$ cat src/rtl/fu_pkg.sv
package fu_pkg;

  typedef enum logic [2:0] {
    OP_ADD  = 3'b000,
    OP_SUB  = 3'b001,
    OP_AND  = 3'b010,
    OP_OR   = 3'b011,
    OP_XOR  = 3'b100,
    OP_PASS = 3'b101,
    OP_RSV6 = 3'b110,
    OP_RSV7 = 3'b111
  } fu_op_e;

  typedef struct packed {
    logic   en_a;
    logic   en_b;
    logic   sel_a;
    logic   sel_b;
    logic   fb_en;
    fu_op_e op;
  } fu_cfg_t;

  localparam int CFG_W = $bits(fu_cfg_t);

endpackage

$ cat src/rtl/fu_cfg_store.sv
module fu_cfg_store
  import fu_pkg::*;
#(
  parameter int PHASES = 16,
  parameter int PH_W   = 4
) (
  input  logic            clk,
  input  logic            rst,
  input  logic            wr_en,
  input  logic [PH_W-1:0] wr_addr,
  input  logic [CFG_W-1:0] wr_data,
  input  logic [PH_W-1:0] rd_addr,
  output fu_cfg_t         rd_cfg
);

  logic [CFG_W-1:0] slots [PHASES];

  always_ff @(posedge clk) begin
    if (rst) begin
      for (int i = 0; i < PHASES; i++) slots[i] <= '0;
    end else if (wr_en && (int'(wr_addr) < PHASES)) begin
      slots[wr_addr] <= wr_data;
    end
  end

  always_comb begin
    rd_cfg = '0;
    if (int'(rd_addr) < PHASES) rd_cfg = fu_cfg_t'(slots[rd_addr]);
  end

  // a written word is readable at its address after the edge
  a_r3_cfg_write: assert property (@(posedge clk) disable iff (rst)
    (wr_en && int'(wr_addr) < PHASES) |=> (slots[$past(wr_addr)] == $past(wr_data)));

endmodule

$ cat src/rtl/fu_retime_reg.sv
module fu_retime_reg #(
  parameter int DATA_W = 32
) (
  input  logic              clk,
  input  logic              rst,
  input  logic              load,
  input  logic              pick_fb,
  input  logic [DATA_W-1:0] xbar_in,
  input  logic [DATA_W-1:0] fb_in,
  output logic [DATA_W-1:0] q
);

  always_ff @(posedge clk) begin
    if (rst)       q <= '0;
    else if (load) q <= pick_fb ? fb_in : xbar_in;
  end

  // without a load enable the operand is held
  a_r4_hold: assert property (@(posedge clk) disable iff (rst)
    !load |=> $stable(q));

  // feedback source chosen when selected
  a_r8_fb_source: assert property (@(posedge clk) disable iff (rst)
    (load && pick_fb) |=> (q == $past(fb_in)));

endmodule

$ cat src/rtl/fu_alu.sv
module fu_alu
  import fu_pkg::*;
#(
  parameter int DATA_W = 32
) (
  input  fu_op_e            op,
  input  logic [DATA_W-1:0] a,
  input  logic [DATA_W-1:0] b,
  output logic [DATA_W-1:0] y
);

  always_comb begin
    case (op)
      OP_ADD:  y = a + b;
      OP_SUB:  y = a - b;
      OP_AND:  y = a & b;
      OP_OR:   y = a | b;
      OP_XOR:  y = a ^ b;
      OP_PASS: y = a;
      default: y = '0;
    endcase
  end

endmodule

$ cat src/rtl/fu_retime_alu.sv
module fu_retime_alu
  import fu_pkg::*;
#(
  parameter int DATA_W = 32,
  parameter int PHASES = 16,
  localparam int PH_W  = (PHASES > 1) ? $clog2(PHASES) : 1
) (
  input  logic              clk,
  input  logic              rst,
  input  logic              cfg_we,
  input  logic [PH_W-1:0]   cfg_addr,
  input  logic [CFG_W-1:0]  cfg_data,
  input  logic [PH_W-1:0]   phase,
  input  logic [DATA_W-1:0] opnd_a,
  input  logic [DATA_W-1:0] opnd_b,
  output logic [DATA_W-1:0] result
);

  localparam int N_OPND = 2;

  fu_cfg_t           cur;
  logic [DATA_W-1:0] fb_q;
  logic [DATA_W-1:0] alu_y;
  logic [DATA_W-1:0] xbar [N_OPND];
  logic [DATA_W-1:0] opq  [N_OPND];
  logic [N_OPND-1:0] load_v;
  logic [N_OPND-1:0] pick_v;

  fu_cfg_store #(.PHASES(PHASES), .PH_W(PH_W)) u_cfg (
    .clk     (clk),
    .rst     (rst),
    .wr_en   (cfg_we),
    .wr_addr (cfg_addr),
    .wr_data (cfg_data),
    .rd_addr (phase),
    .rd_cfg  (cur)
  );

  assign xbar[0] = opnd_a;
  assign xbar[1] = opnd_b;
  assign load_v  = {cur.en_b, cur.en_a};
  assign pick_v  = {cur.sel_b, cur.sel_a};

  for (genvar i = 0; i < N_OPND; i++) begin : g_opnd
    fu_retime_reg #(.DATA_W(DATA_W)) u_rt (
      .clk     (clk),
      .rst     (rst),
      .load    (load_v[i]),
      .pick_fb (pick_v[i]),
      .xbar_in (xbar[i]),
      .fb_in   (fb_q),
      .q       (opq[i])
    );
  end

  fu_alu #(.DATA_W(DATA_W)) u_alu (
    .op (cur.op),
    .a  (opq[0]),
    .b  (opq[1]),
    .y  (alu_y)
  );

  always_ff @(posedge clk) begin
    if (rst) begin
      result <= '0;
      fb_q   <= '0;
    end else begin
      result <= alu_y;
      if (cur.fb_en) fb_q <= alu_y;
    end
  end

  // reset clears the result and feedback registers
  a_r9_reset_clear: assert property (@(posedge clk)
    rst |=> (result == '0 && fb_q == '0));

  // a capture makes feedback equal to the new result
  a_r7_fb_capture: assert property (@(posedge clk) disable iff (rst)
    cur.fb_en |=> (fb_q == result));

  // no capture, feedback holds
  a_r7_fb_hold: assert property (@(posedge clk) disable iff (rst)
    !cur.fb_en |=> $stable(fb_q));

  // pass returns the retimed A operand
  a_r1_pass: assert property (@(posedge clk) disable iff (rst)
    (cur.op == OP_PASS) |=> (result == $past(opq[0])));

  // reserved opcodes give zero
  a_r2_reserved_zero: assert property (@(posedge clk) disable iff (rst)
    (cur.op == OP_RSV6 || cur.op == OP_RSV7) |=> (result == '0));

endmodule

$ cat config.mk
export PLATFORM = sky130hd
export DESIGN_NAME = fu_retime_alu
export DESIGN_NICKNAME = d
export VERILOG_FILES = /design/src/rtl/fu_pkg.sv /design/src/rtl/fu_cfg_store.sv /design/src/rtl/fu_retime_reg.sv /design/src/rtl/fu_alu.sv /design/src/rtl/fu_retime_alu.sv
export SDC_FILE = /design/constraint.sdc
export NUM_CORES = 1
export LEC_CHECK = 0
export BUFFER_PORTS_ARGS = -buffer_cell sky130_fd_sc_hd__clkbuf_2
export CAP_MARGIN = 0
export CORE_ASPECT_RATIO = 1.75
export CORE_MARGIN = 2
export CORE_UTILIZATION = 65
export CTS_CLUSTER_DIAMETER = 40
export DETAILED_ROUTE_END_ITERATION = 16
export PLACE_DENSITY = 0.91
export SETUP_SLACK_MARGIN = 0.4
export SLEW_MARGIN = 30
export SYNTH_ARGS = -nofsm -noshare
export SYNTH_HDL_FRONTEND = slang
export SYNTH_SLANG_ARGS = --single-unit
$ cat constraint.sdc
create_clock -name clk -period 15.8 [get_ports clk]
set_clock_uncertainty 0.2 [all_clocks]
set_input_delay 2.37 -clock clk [delete_from_list [all_inputs] [get_ports clk]]
set_output_delay 2.37 -clock clk [all_outputs]
set_load 0.02 [all_outputs]
==> results.sh, run 1 <==
export IMPL_n_antenna_cell=0
export IMPL_synth_net_count=1668
export IMPL_placementRows=73
export IMPL_root_buffer="clkbuf_16"
export IMPL_worst_pin_slew_ns=0.972
export IMPL_die_area_um2=24300
export IMPL_hp_start="fb_q[14]$_SDFFE_PP0P_"
export IMPL_setup_viol=0
export IMPL_worstSkewPairLatency_ns=0.56
export IMPL_syn_area_per_cell_um2=10.0
export IMPL_rr_startpoint="g_opnd[1].u_rt.q[2]$_SDFFE_PP0P_"
export IMPL_report_final_slew_viol_count=0
export IMPL_p_total_mw=2.23
export IMPL_swShare_pct=35.2
export IMPL_cts_hold_buf=0
export IMPL_coreArea_um2=22700
export IMPL_cts_sinks=256
export IMPL_clockPowerShare_pct=30.1
export IMPL_power_switching_mw=0.785
export IMPL_synth_top_area_share_pct=25.7
export IMPL_post_route_period_util_pct=47.0
export IMPL_critPathKind="primary input to flop"
export IMPL_period_minus_slack_ns=7.43
export IMPL_hold_path_depth=2
export IMPL_syn_inst=1488
export IMPL_yosysMostFrequentCell="nor2_1"
export IMPL_synth_cell_types=65
export IMPL_vias=11900
export IMPL_p_per_area_nw_per_um2=134
export IMPL_routed_wl_mm=39.7
export IMPL_yosys_top_cells_area="edfxtp_1, dfxtp_1, ha_1"
export IMPL_yosys_area_top_type="edfxtp_1"
export IMPL_cts_tree="done"
export IMPL_crit_start="phase[1]"
export IMPL_power_leakage_nw=6.95
export IMPL_start_util_pct=66.0
export IMPL_internal_power_mw=1.45
export IMPL_syn2layout_area_growth_pct=11.3
export IMPL_hold_viol=0
export IMPL_ys_warnings_count=0
export IMPL_cts_htree_levels=1
export IMPL_rsz0062_at_grt="false"
export IMPL_routabilityCongestion=0.937
export IMPL_p_seq_share_pct=37.8
export IMPL_combPwrFrac_pct=32.2
export IMPL_dp_hpwl_mm=27.7
export IMPL_grt_usage_pct=32.6
export IMPL_synth_seq_cells=256
export IMPL_nets=1737
export IMPL_drtIter0Drc=795
export IMPL_reg2regPathDepth=15
export IMPL_drt_antenna_violating_nets=0
export IMPL_cts_resized=0
export IMPL_portBuffers=114
export IMPL_cp_start_kind="primary input"
export IMPL_async_flop_share_pct=0
export IMPL_slew_headroom_pct=35.2
export IMPL_worstPathArrival_ns=7.65
export IMPL_grt_pass1_wl_mm=62.1
export IMPL_cts_buffer_depth=3
export IMPL_synth_seq_area_share_pct=42.8
export IMPL_worstPathRequired_ns=16.02
export IMPL_vdd_drop_max_v=0.000119
export IMPL_end_kind="flop"
export IMPL_max_freq_mhz=135
export IMPL_min_path_type="flop to flop"
export IMPL_grt_pass1_vias=12300
export IMPL_syn_area_um2=15000
export IMPL_status="finished clean"
export IMPL_maxCapViolCount=0
export IMPL_synth_commonest_cells="nor2_1, and2_1, dfxtp_1, edfxtp_1, mux2i_1"
export IMPL_die_w_um=119
export IMPL_vias_per_cell=6.34
export IMPL_grt_max_degree=91
export IMPL_io_pins=115
export IMPL_synth_edf_count=128
export IMPL_drc=0
export IMPL_synth_ff_type="edfxtp_1"
export IMPL_clk_pin_slew_worst_paths_ns=0.06
export IMPL_post_drt_wl_per_cell_um=21.1
export IMPL_layout_drive_gt1_share_pct=14.7
export IMPL_crit_fanout=34
export IMPL_die_height_um=205
export IMPL_dr_pass1_iters=6
export IMPL_cts_buffers_inserted=28
export IMPL_grt_ovfl_total=0
export IMPL_timing_setup_tns_ns=0
export IMPL_antenna_found_initial=0
export IMPL_cts_setup_buffers=0
layout make-up:
type	instances	area, µm²
multi-input combinational	1061	7900
clock buffer	35	811
sequential	256	6410
inverter	78	293
timing repair buffer	132	708
clock inverter	17	156
tap	300	375
fill	1625	6000
layer usage:
metal | up-vias | routed length, µm | GRT usage (%)
met1 | 5716 | 13000 | 32.1
met5 | - | 0 | 0
met2 | 508 | 21600 | 61.6
met3 | 175 | 2170 | 4.59
met4 | 0 | 2850 | 23.0
li1 | 5521 | - | -
cell usage in the layout, fill, tap and decap left out, types with 9 or more instances in the layout:
cell / Yosys / layout
o31ai_1: 10 / 10
and2_1: 131 / 131
nand2_1: 59 / 59
nor2b_1: 9 / 9
a21oi_1: 74 / 74
edfxtp_1: 128 / 128
ha_1: 96 / 96
clkbuf_16: 0 / 30
o21ai_1: 2 / 12
nor3_1: 9 / 9
buf_4: 0 / 19
clkbuf_2: 0 / 113
xnor2_1: 45 / 45
nand3_1: 10 / 10
xor2_1: 12 / 12
inv_1: 78 / 84
nor2_1: 155 / 154
mux4_2: 33 / 33
o22ai_1: 21 / 21
dfxtp_1: 128 / 128
nand2b_1: 9 / 9
mux2i_1: 100 / 100
a21o_1: 11 / 11
o21ai_0: 83 / 72
a211oi_1: 86 / 86
path summary, 6_finish.rpt:
path                           end  slack (ns)
min          fb_q[14]$_SDFFE_PP0P_        0.32
max          fb_q[23]$_SDFFE_PP0P_        8.37
min reg2reg  fb_q[14]$_SDFFE_PP0P_        0.32
max reg2reg  fb_q[27]$_SDFFE_PP0P_       10.37
logic make-up after synthesis:
group	Yosys count	share of synthesized area [%]
buffers and inverters	171	4.42
xor gates and xnor gates	57	3.34
adders and majority gates	97	8.17
and+or+nand+nor	423	14.3
muxes	138	12.0
AOI/OAI and AO/OA	346	14.9
DFF	256	42.8
power groups by stage:
stage / Sequential (mW) / Clock [mW] / Combinational (mW)
floorplan: 0.854 / 0 / 0.504
global placement: 0.849 / 0 / 0.680
detailed placement: 0.854 / 0 / 0.702
CTS: 0.841 / 0.676 / 0.709
global route: 0.850 / 0.701 / 0.785
finish: 0.842 / 0.671 / 0.718
flip-flops by register name, indices dropped and copies added, names as in the netlist:
signal / count
fb_q: 32
g_opnd.u_rt.q: 64
result: 32
u_cfg.slots: 128
through the flow:
stage	setup WS (ns)	utilization, %	cell area (µm²)	hold slack (ns)	instances
after floorplan	8.62	-	15000	0.290	1488
after global placement	8.04	69.2	15700	0.298	1827
after detailed placement	7.85	69.2	15700	0.308	1827
after CTS	8.39	73.5	16600	0.317	1879
after global routing	7.95	73.5	16600	0.341	1879
final	8.37	73.5	16600	0.315	1879
critical path, stage by stage:
cell and delay [ns]:
buf_2 0.67, mux4_2 0.59, nand2b_1 0.15, o211ai_1 0.20, o32a_1 0.23, buf_4 0.35, o31ai_1 0.17, xnor2_1 0.16
ha_1 0.34, and2_1 0.18, o211ai_1 0.14, a2111oi_0 0.76, o311ai_0 0.34, a31oi_1 0.36, a21oi_1 0.15, xnor2_1 0.16
a21oi_1 0.21, a21oi_1 0.09
Power figures use the tool's default switching activity.
==> inputs of run 2 (changes only) <==
CORE_UTILIZATION = 55   (was 65)
PLACE_DENSITY = 0.83   (was 0.91)
clock period = 6.2 ns   (was 15.8 ns; I/O delays follow)
==> run 2 against run 1 <==
Via count shrank 2.2%. Clock power grew 140%. Power grew to 2.5 times the previous value. Design area grew 0.50%. Global-route usage shrank 4.7 points.
==> results.sh, run 2 (synthesized netlist as in run 1, its figures left out) <==
export IMPL_largest_register_ffs=128
export IMPL_root_buffer="clkbuf_16"
export IMPL_grt_pass1_vias=12200
export IMPL_portBuffers=114
export IMPL_worstSkewPairLatency_ns=0.55
export IMPL_worstPathArrival_ns=5.58
export IMPL_cp_common_cell="a21oi_1"
export IMPL_swShare_pct=35.1
export IMPL_max_freq_mhz=186
export IMPL_grt_usage_pct=27.8
export IMPL_antenna_found_initial=0
export IMPL_cts_setup_buffers=0
export IMPL_cts_buffers_inserted=27
export IMPL_fill_cells=2178
export IMPL_p_per_area_nw_per_um2=337
export IMPL_dr_pass1_iters=5
export IMPL_syn2layout_area_growth_pct=11.9
export IMPL_vias_per_cell=6.09
export IMPL_grt_pass1_wl_mm=62.4
export IMPL_clockPowerShare_pct=29.2
export IMPL_maxCapViolCount=0
export IMPL_rr_startpoint="g_opnd[1].u_rt.q[6]$_SDFFE_PP0P_"
export IMPL_crit_fanout=19
export IMPL_hp_start="fb_q[13]$_SDFFE_PP0P_"
export IMPL_power_switching_mw=1.98
export IMPL_n_antenna_cell=0
export IMPL_cts_buffer_depth=3
export IMPL_status="finished clean"
export IMPL_report_final_slew_viol_count=0
export IMPL_worst_pin_slew_ns=0.974
export IMPL_routed_wl_mm=39.8
export IMPL_drc=0
export IMPL_cts_tree="done"
export IMPL_post_route_period_util_pct=86.7
export IMPL_critPathKind="primary input to flop"
export IMPL_reg_top3="u_cfg.slots (128), g_opnd.u_rt.q (64)"
export IMPL_critPathMaxStageDelay_ns=0.64
export IMPL_io_pins=115
export IMPL_vias=11700
export IMPL_cp_start_kind="primary input"
export IMPL_layout_commonest_cell="nor2_1"
export IMPL_largest_register="u_cfg.slots"
export IMPL_die_height_um=222
export IMPL_grt_ovfl_total=0
export IMPL_routabilityCongestion=0.934
export IMPL_die_w_um=129
export IMPL_hold_viol=0
export IMPL_nets=1748
export IMPL_rrSetupSlack_ns=0.86
export IMPL_reg2regPathDepth=15
export IMPL_hold_path_depth=2
export IMPL_end_kind="flop"
export IMPL_setup_viol=0
export IMPL_layout_drive_gt1_share_pct=15.3
export IMPL_drt_antenna_violating_nets=0
export IMPL_final_cells=1913
export IMPL_path_cells="clkbuf_2 > mux4_2 > o211ai_1 > o32a_1 > buf_4 > nor2b_1 > xnor2_1 > ha_1 > o211ai_1 > a2111oi_1 > o311ai_0 > a31oi_1 > a21oi_1 > xnor2_1 > a21oi_1 > a21oi_1"
export IMPL_start_util_pct=56.0
export IMPL_whs_endpoint="fb_q[13]$_SDFFE_PP0P_"
export IMPL_coreArea_um2=26700
export IMPL_grt_max_degree=65
export IMPL_placed_cells=1862
export IMPL_p_seq_share_pct=38.1
export IMPL_combPwrFrac_pct=32.8
export IMPL_period_minus_slack_ns=5.37
export IMPL_min_path_type="flop to flop"
export IMPL_die_area_um2=28600
export IMPL_cts_sinks=256
export IMPL_placementRows=79
export IMPL_whs_ns=0.319
export IMPL_drtIter0Drc=668
export IMPL_vdd_drop_max_v=0.000332
export IMPL_p_total_mw=5.64
export IMPL_r2r_end="fb_q[29]$_SDFFE_PP0P_"
export IMPL_slew_headroom_pct=35.0
export IMPL_crit_slowest_cell="a2111oi_1"
export IMPL_post_drt_wl_per_cell_um=20.8
export IMPL_dp_hpwl_mm=29.3
export IMPL_worstPathRequired_ns=6.41
export IMPL_timing_setup_tns_ns=0
export IMPL_layout_common_cells="nor2_1, and2_1, dfxtp_1, edfxtp_1, clkbuf_2"
export IMPL_power_leakage_nw=6.97
export IMPL_rsz0062_at_grt="false"
export IMPL_internal_power_mw=3.66
export IMPL_cts_htree_levels=1
export IMPL_clk_pin_slew_worst_paths_ns=0.06
## run 2: power by group through the flow
stage	logic, mW	registers [mW]	clock network, mW
5_1_grt	2.03	2.17	1.73
3_5_place_dp	1.82	2.18	0
4_1_cts	1.83	2.14	1.66
3_3_place_gp	1.76	2.17	0
2_1_floorplan	1.28	2.18	0
6_report	1.85	2.15	1.64
## run 2: worst max-delay path by stage
stage | start | to | slack [ns] | cells past startpoint
after detailed placement | phase[1] | fb_q[23]$_SDFFE_PP0P_ | 0.27 | 16
final | phase[1] | fb_q[23]$_SDFFE_PP0P_ | 0.83 | 16
after global routing | phase[1] | fb_q[23]$_SDFFE_PP0P_ | 0.48 | 16
after global placement | phase[1] | fb_q[23]$_SDFFE_PP0P_ | 0.36 | 16
after floorplan | phase[3] | fb_q[25]$_SDFFE_PP0P_ | 0.46 | 22
after CTS | phase[1] | fb_q[23]$_SDFFE_PP0P_ | 0.81 | 16
## run 2: routing by layer
metal  global-route usage (%)  vias to the layer above  part of all wire, %  wire (µm)
li1                         -                     5538                    -          -
met1                     27.0                     5574                   32      12800
met2                     55.7                      394                   57      22800
met3                     2.94                      151                  4.5       1800
met4                     14.2                        0                  5.7       2270
met5                        0                        -                    0          0
## run 2: worst max-delay path: cells and delay by family
family	cells	cell delay [ns]
AOI/OAI and AO/OA	9	2.67
buffers and inverters	2	0.60
muxes	1	0.55
adders and majority gates	1	0.39
xor gates and xnor gates	2	0.26
and+or+nand+nor	1	0.19
## run 2: area by class of cell
type | count | area [µm²] | area share, %
well taps | 324 | 405 | 2.42
multi-input cells | 1061 | 7900 | 47.2
flip-flops and latches | 256 | 6410 | 38.3
inverters | 78 | 293 | 1.75
clock inverters | 18 | 174 | 1.04
clock buffers | 32 | 734 | 4.39
repair buffers | 144 | 818 | 4.89
## run 2: timing repair
action                                  4_1_cts  5_1_grt
resized for setup                             0        1
endpoints found under the setup margin        0        4
hold buffers                                  0        0
## run 2: metrics by stage
stage	cell area (µm²)	setup slack, ns	utilization (%)
floorplan	15000	0.463	-
global placement	15800	0.359	59.2
detailed placement	15800	0.273	59.2
CTS	16700	0.806	62.6
global route	16700	0.475	62.7
finish	16700	0.826	62.7
==> inputs of run 3 (changes only) <==
CORE_UTILIZATION = 65   (was 55)
HOLD_SLACK_MARGIN = 0.1   (was not set)
PLACE_DENSITY = 0.91   (was 0.83)
clock period = 6.92 ns   (was 6.2 ns; I/O delays follow)
==> run 3 against run 2 <==
Sequential share of layout area grew 0.29 points. Combinational power shrank 11%. Flip-flop and latch count is the same. Sequential power shrank 11%. Largest cell class unchanged. First-iteration DRC count grew 5.5%. Core utilization grew 11 points. Highest routed layer unchanged. Critical endpoint is now fb_q[25]$_SDFFE_PP0P_. Critical path depth grew 1. Largest power group unchanged.
==> results.sh, run 3 (synthesized netlist as in run 1, its figures left out) <==
export IMPL_worstPathArrival_ns=6.16
export IMPL_place_area_um2=15700
export IMPL_routed_wl_mm=39.9
export IMPL_drt_antenna_violating_nets=0
export IMPL_cts_htree_levels=1
export IMPL_vias_per_cell=6.38
export IMPL_dp_hpwl_mm=28.5
export IMPL_dr_pass1_iters=6
export IMPL_drtIter0Drc=705
export IMPL_setup_viol=0
export IMPL_max_freq_mhz=168
export IMPL_grt_usage_pct=33.3
export IMPL_reg_top3="u_cfg.slots (128), g_opnd.u_rt.q (64)"
export IMPL_cts_tree="done"
export IMPL_cts_resized=0
export IMPL_syn2layout_area_growth_pct=11.0
export IMPL_r2r_end="fb_q[25]$_SDFFE_PP0P_"
export IMPL_p_per_area_nw_per_um2=302
export IMPL_nets=1738
export IMPL_worst_pin_slew_ns=1.00
export IMPL_io_pins=115
export IMPL_portBuffers=114
export IMPL_cts_buffer_depth=3
export IMPL_slew_headroom_pct=32.6
export IMPL_timing_setup_tns_ns=0
export IMPL_antenna_found_initial=0
export IMPL_clockPowerShare_pct=28.9
export IMPL_cts_hold_buf=0
export IMPL_grt_ovfl_total=0
export IMPL_min_path_type="flop to flop"
export IMPL_cts_sinks=256
export IMPL_reg2regPathDepth=15
export IMPL_report_final_slew_viol_count=0
export IMPL_worstPathRequired_ns=7.13
export IMPL_rrSetupSlack_ns=1.55
export IMPL_vdd_drop_max_v=0.000253
export IMPL_largest_register="u_cfg.slots"
export IMPL_internal_power_mw=3.22
export IMPL_crit_start="phase[1]"
export IMPL_placementRows=73
export IMPL_die_area_um2=24300
export IMPL_finalInstanceArea_um2=16600
export IMPL_die_height_um=205
export IMPL_n_antenna_cell=0
export IMPL_critPathKind="primary input to flop"
export IMPL_power_switching_mw=1.80
export IMPL_cp_endpoint="fb_q[25]$_SDFFE_PP0P_"
export IMPL_vias=12000
export IMPL_swShare_pct=35.9
export IMPL_period_minus_slack_ns=5.95
export IMPL_power_leakage_nw=6.90
export IMPL_end_kind="flop"
export IMPL_start_util_pct=66.0
export IMPL_layout_common_cells="nor2_1, and2_1, dfxtp_1, edfxtp_1, clkbuf_2"
export IMPL_maxCapViolCount=0
export IMPL_fill_cells=1601
export IMPL_cts_buffers_inserted=27
export IMPL_combPwrFrac_pct=32.8
export IMPL_post_drt_wl_per_cell_um=21.3
export IMPL_grt_pass1_wl_mm=63.8
export IMPL_status="finished clean"
export IMPL_grt_pass1_vias=12500
export IMPL_routabilityCongestion=0.959
export IMPL_layout_commonest_cell="nor2_1"
export IMPL_post_route_period_util_pct=86.0
export IMPL_crit_fanout=17
export IMPL_worstSkewPairLatency_ns=0.55
export IMPL_rsz0062_at_grt="false"
export IMPL_layout_drive_gt1_share_pct=14.7
export IMPL_drc=0
export IMPL_coreArea_um2=22700
export IMPL_hold_viol=0
export IMPL_root_buffer="clkbuf_16"
export IMPL_p_seq_share_pct=38.3
export IMPL_cp_start_kind="primary input"
export IMPL_cts_setup_buffers=0
export IMPL_grt_max_degree=77
export IMPL_die_w_um=119
export IMPL_largest_register_ffs=128
export IMPL_rr_startpoint="u_cfg.slots[12][0]$_SDFFCE_PN0P_"
export IMPL_clk_pin_slew_worst_paths_ns=0.07
export IMPL_whs_ns=0.317
run 3: area by class of cell:
class                   instances  area, µm²  area share (%)
clock buffers                  34        753            4.54
clock inverters                16        154           0.927
inverters                      78        293            1.76
multi-input cells            1061       7900            47.6
flip-flops and latches        256       6410            38.6
well taps                     300        375            2.26
repair buffers                134        723            4.36
run 3: metal layers:
metal,part of all wire (%),vias up,GRT usage (%)
met3,5.6,195,4.87
met2,55,555,63.2
met5,0,-,0
li1,-,5514,-
met4,7.8,0,23.3
met1,32,5732,32.5
run 3: how the worst min path moves through the flow:
stage                               start  slack (ns)  cells past startpoint               endpoint
floorplan           fb_q[11]$_SDFFE_PP0P_        0.29                      2  fb_q[11]$_SDFFE_PP0P_
global placement     fb_q[8]$_SDFFE_PP0P_        0.30                      2   fb_q[8]$_SDFFE_PP0P_
detailed placement  fb_q[14]$_SDFFE_PP0P_        0.31                      2  fb_q[14]$_SDFFE_PP0P_
CTS                  fb_q[4]$_SDFFE_PP0P_        0.32                      2   fb_q[4]$_SDFFE_PP0P_
global route         fb_q[8]$_SDFFE_PP0P_        0.35                      2   fb_q[8]$_SDFFE_PP0P_
finish               fb_q[4]$_SDFFE_PP0P_        0.32                      2   fb_q[4]$_SDFFE_PP0P_
run 3: per-stage QoR:
| step | total power, mW | setup slack [ns] | utilization, % | std cells |
|---|---|---|---|---|
| floorplan | 3.10 | 1.08 | - | 1488 |
| global placement | 3.50 | 0.739 | 69.3 | 1829 |
| detailed placement | 3.56 | 0.515 | 69.3 | 1829 |
| CTS | 5.00 | 1.04 | 73.3 | 1879 |
| global route | 5.26 | 0.573 | 73.3 | 1879 |
| finish | 5.02 | 0.969 | 73.3 | 1879 |
run 3: power groups by stage:
stage / registers (mW) / logic (mW) / clock network (mW)
final: 1.92 / 1.64 / 1.45
after CTS: 1.92 / 1.62 / 1.46
after detailed placement: 1.95 / 1.61 / 0
after floorplan: 1.95 / 1.15 / 0
after global placement: 1.94 / 1.56 / 0
after global routing: 1.94 / 1.80 / 1.52
run 3: critical path, cell delays in order:
cell and delay [ns]:
clkbuf_2 0.38, mux4_2 0.56, nand2b_1 0.15, o211ai_1 0.24, o32a_1 0.70, o31ai_1 0.21
xnor2_1 0.17, ha_1 0.33, and2_1 0.17, a221oi_1 0.41, a2111oi_0 0.26, or4_1 0.50
a21oi_1 0.25, o21ai_0 0.14, xor2_1 0.16, a221oi_1 0.36, a21oi_1 0.13
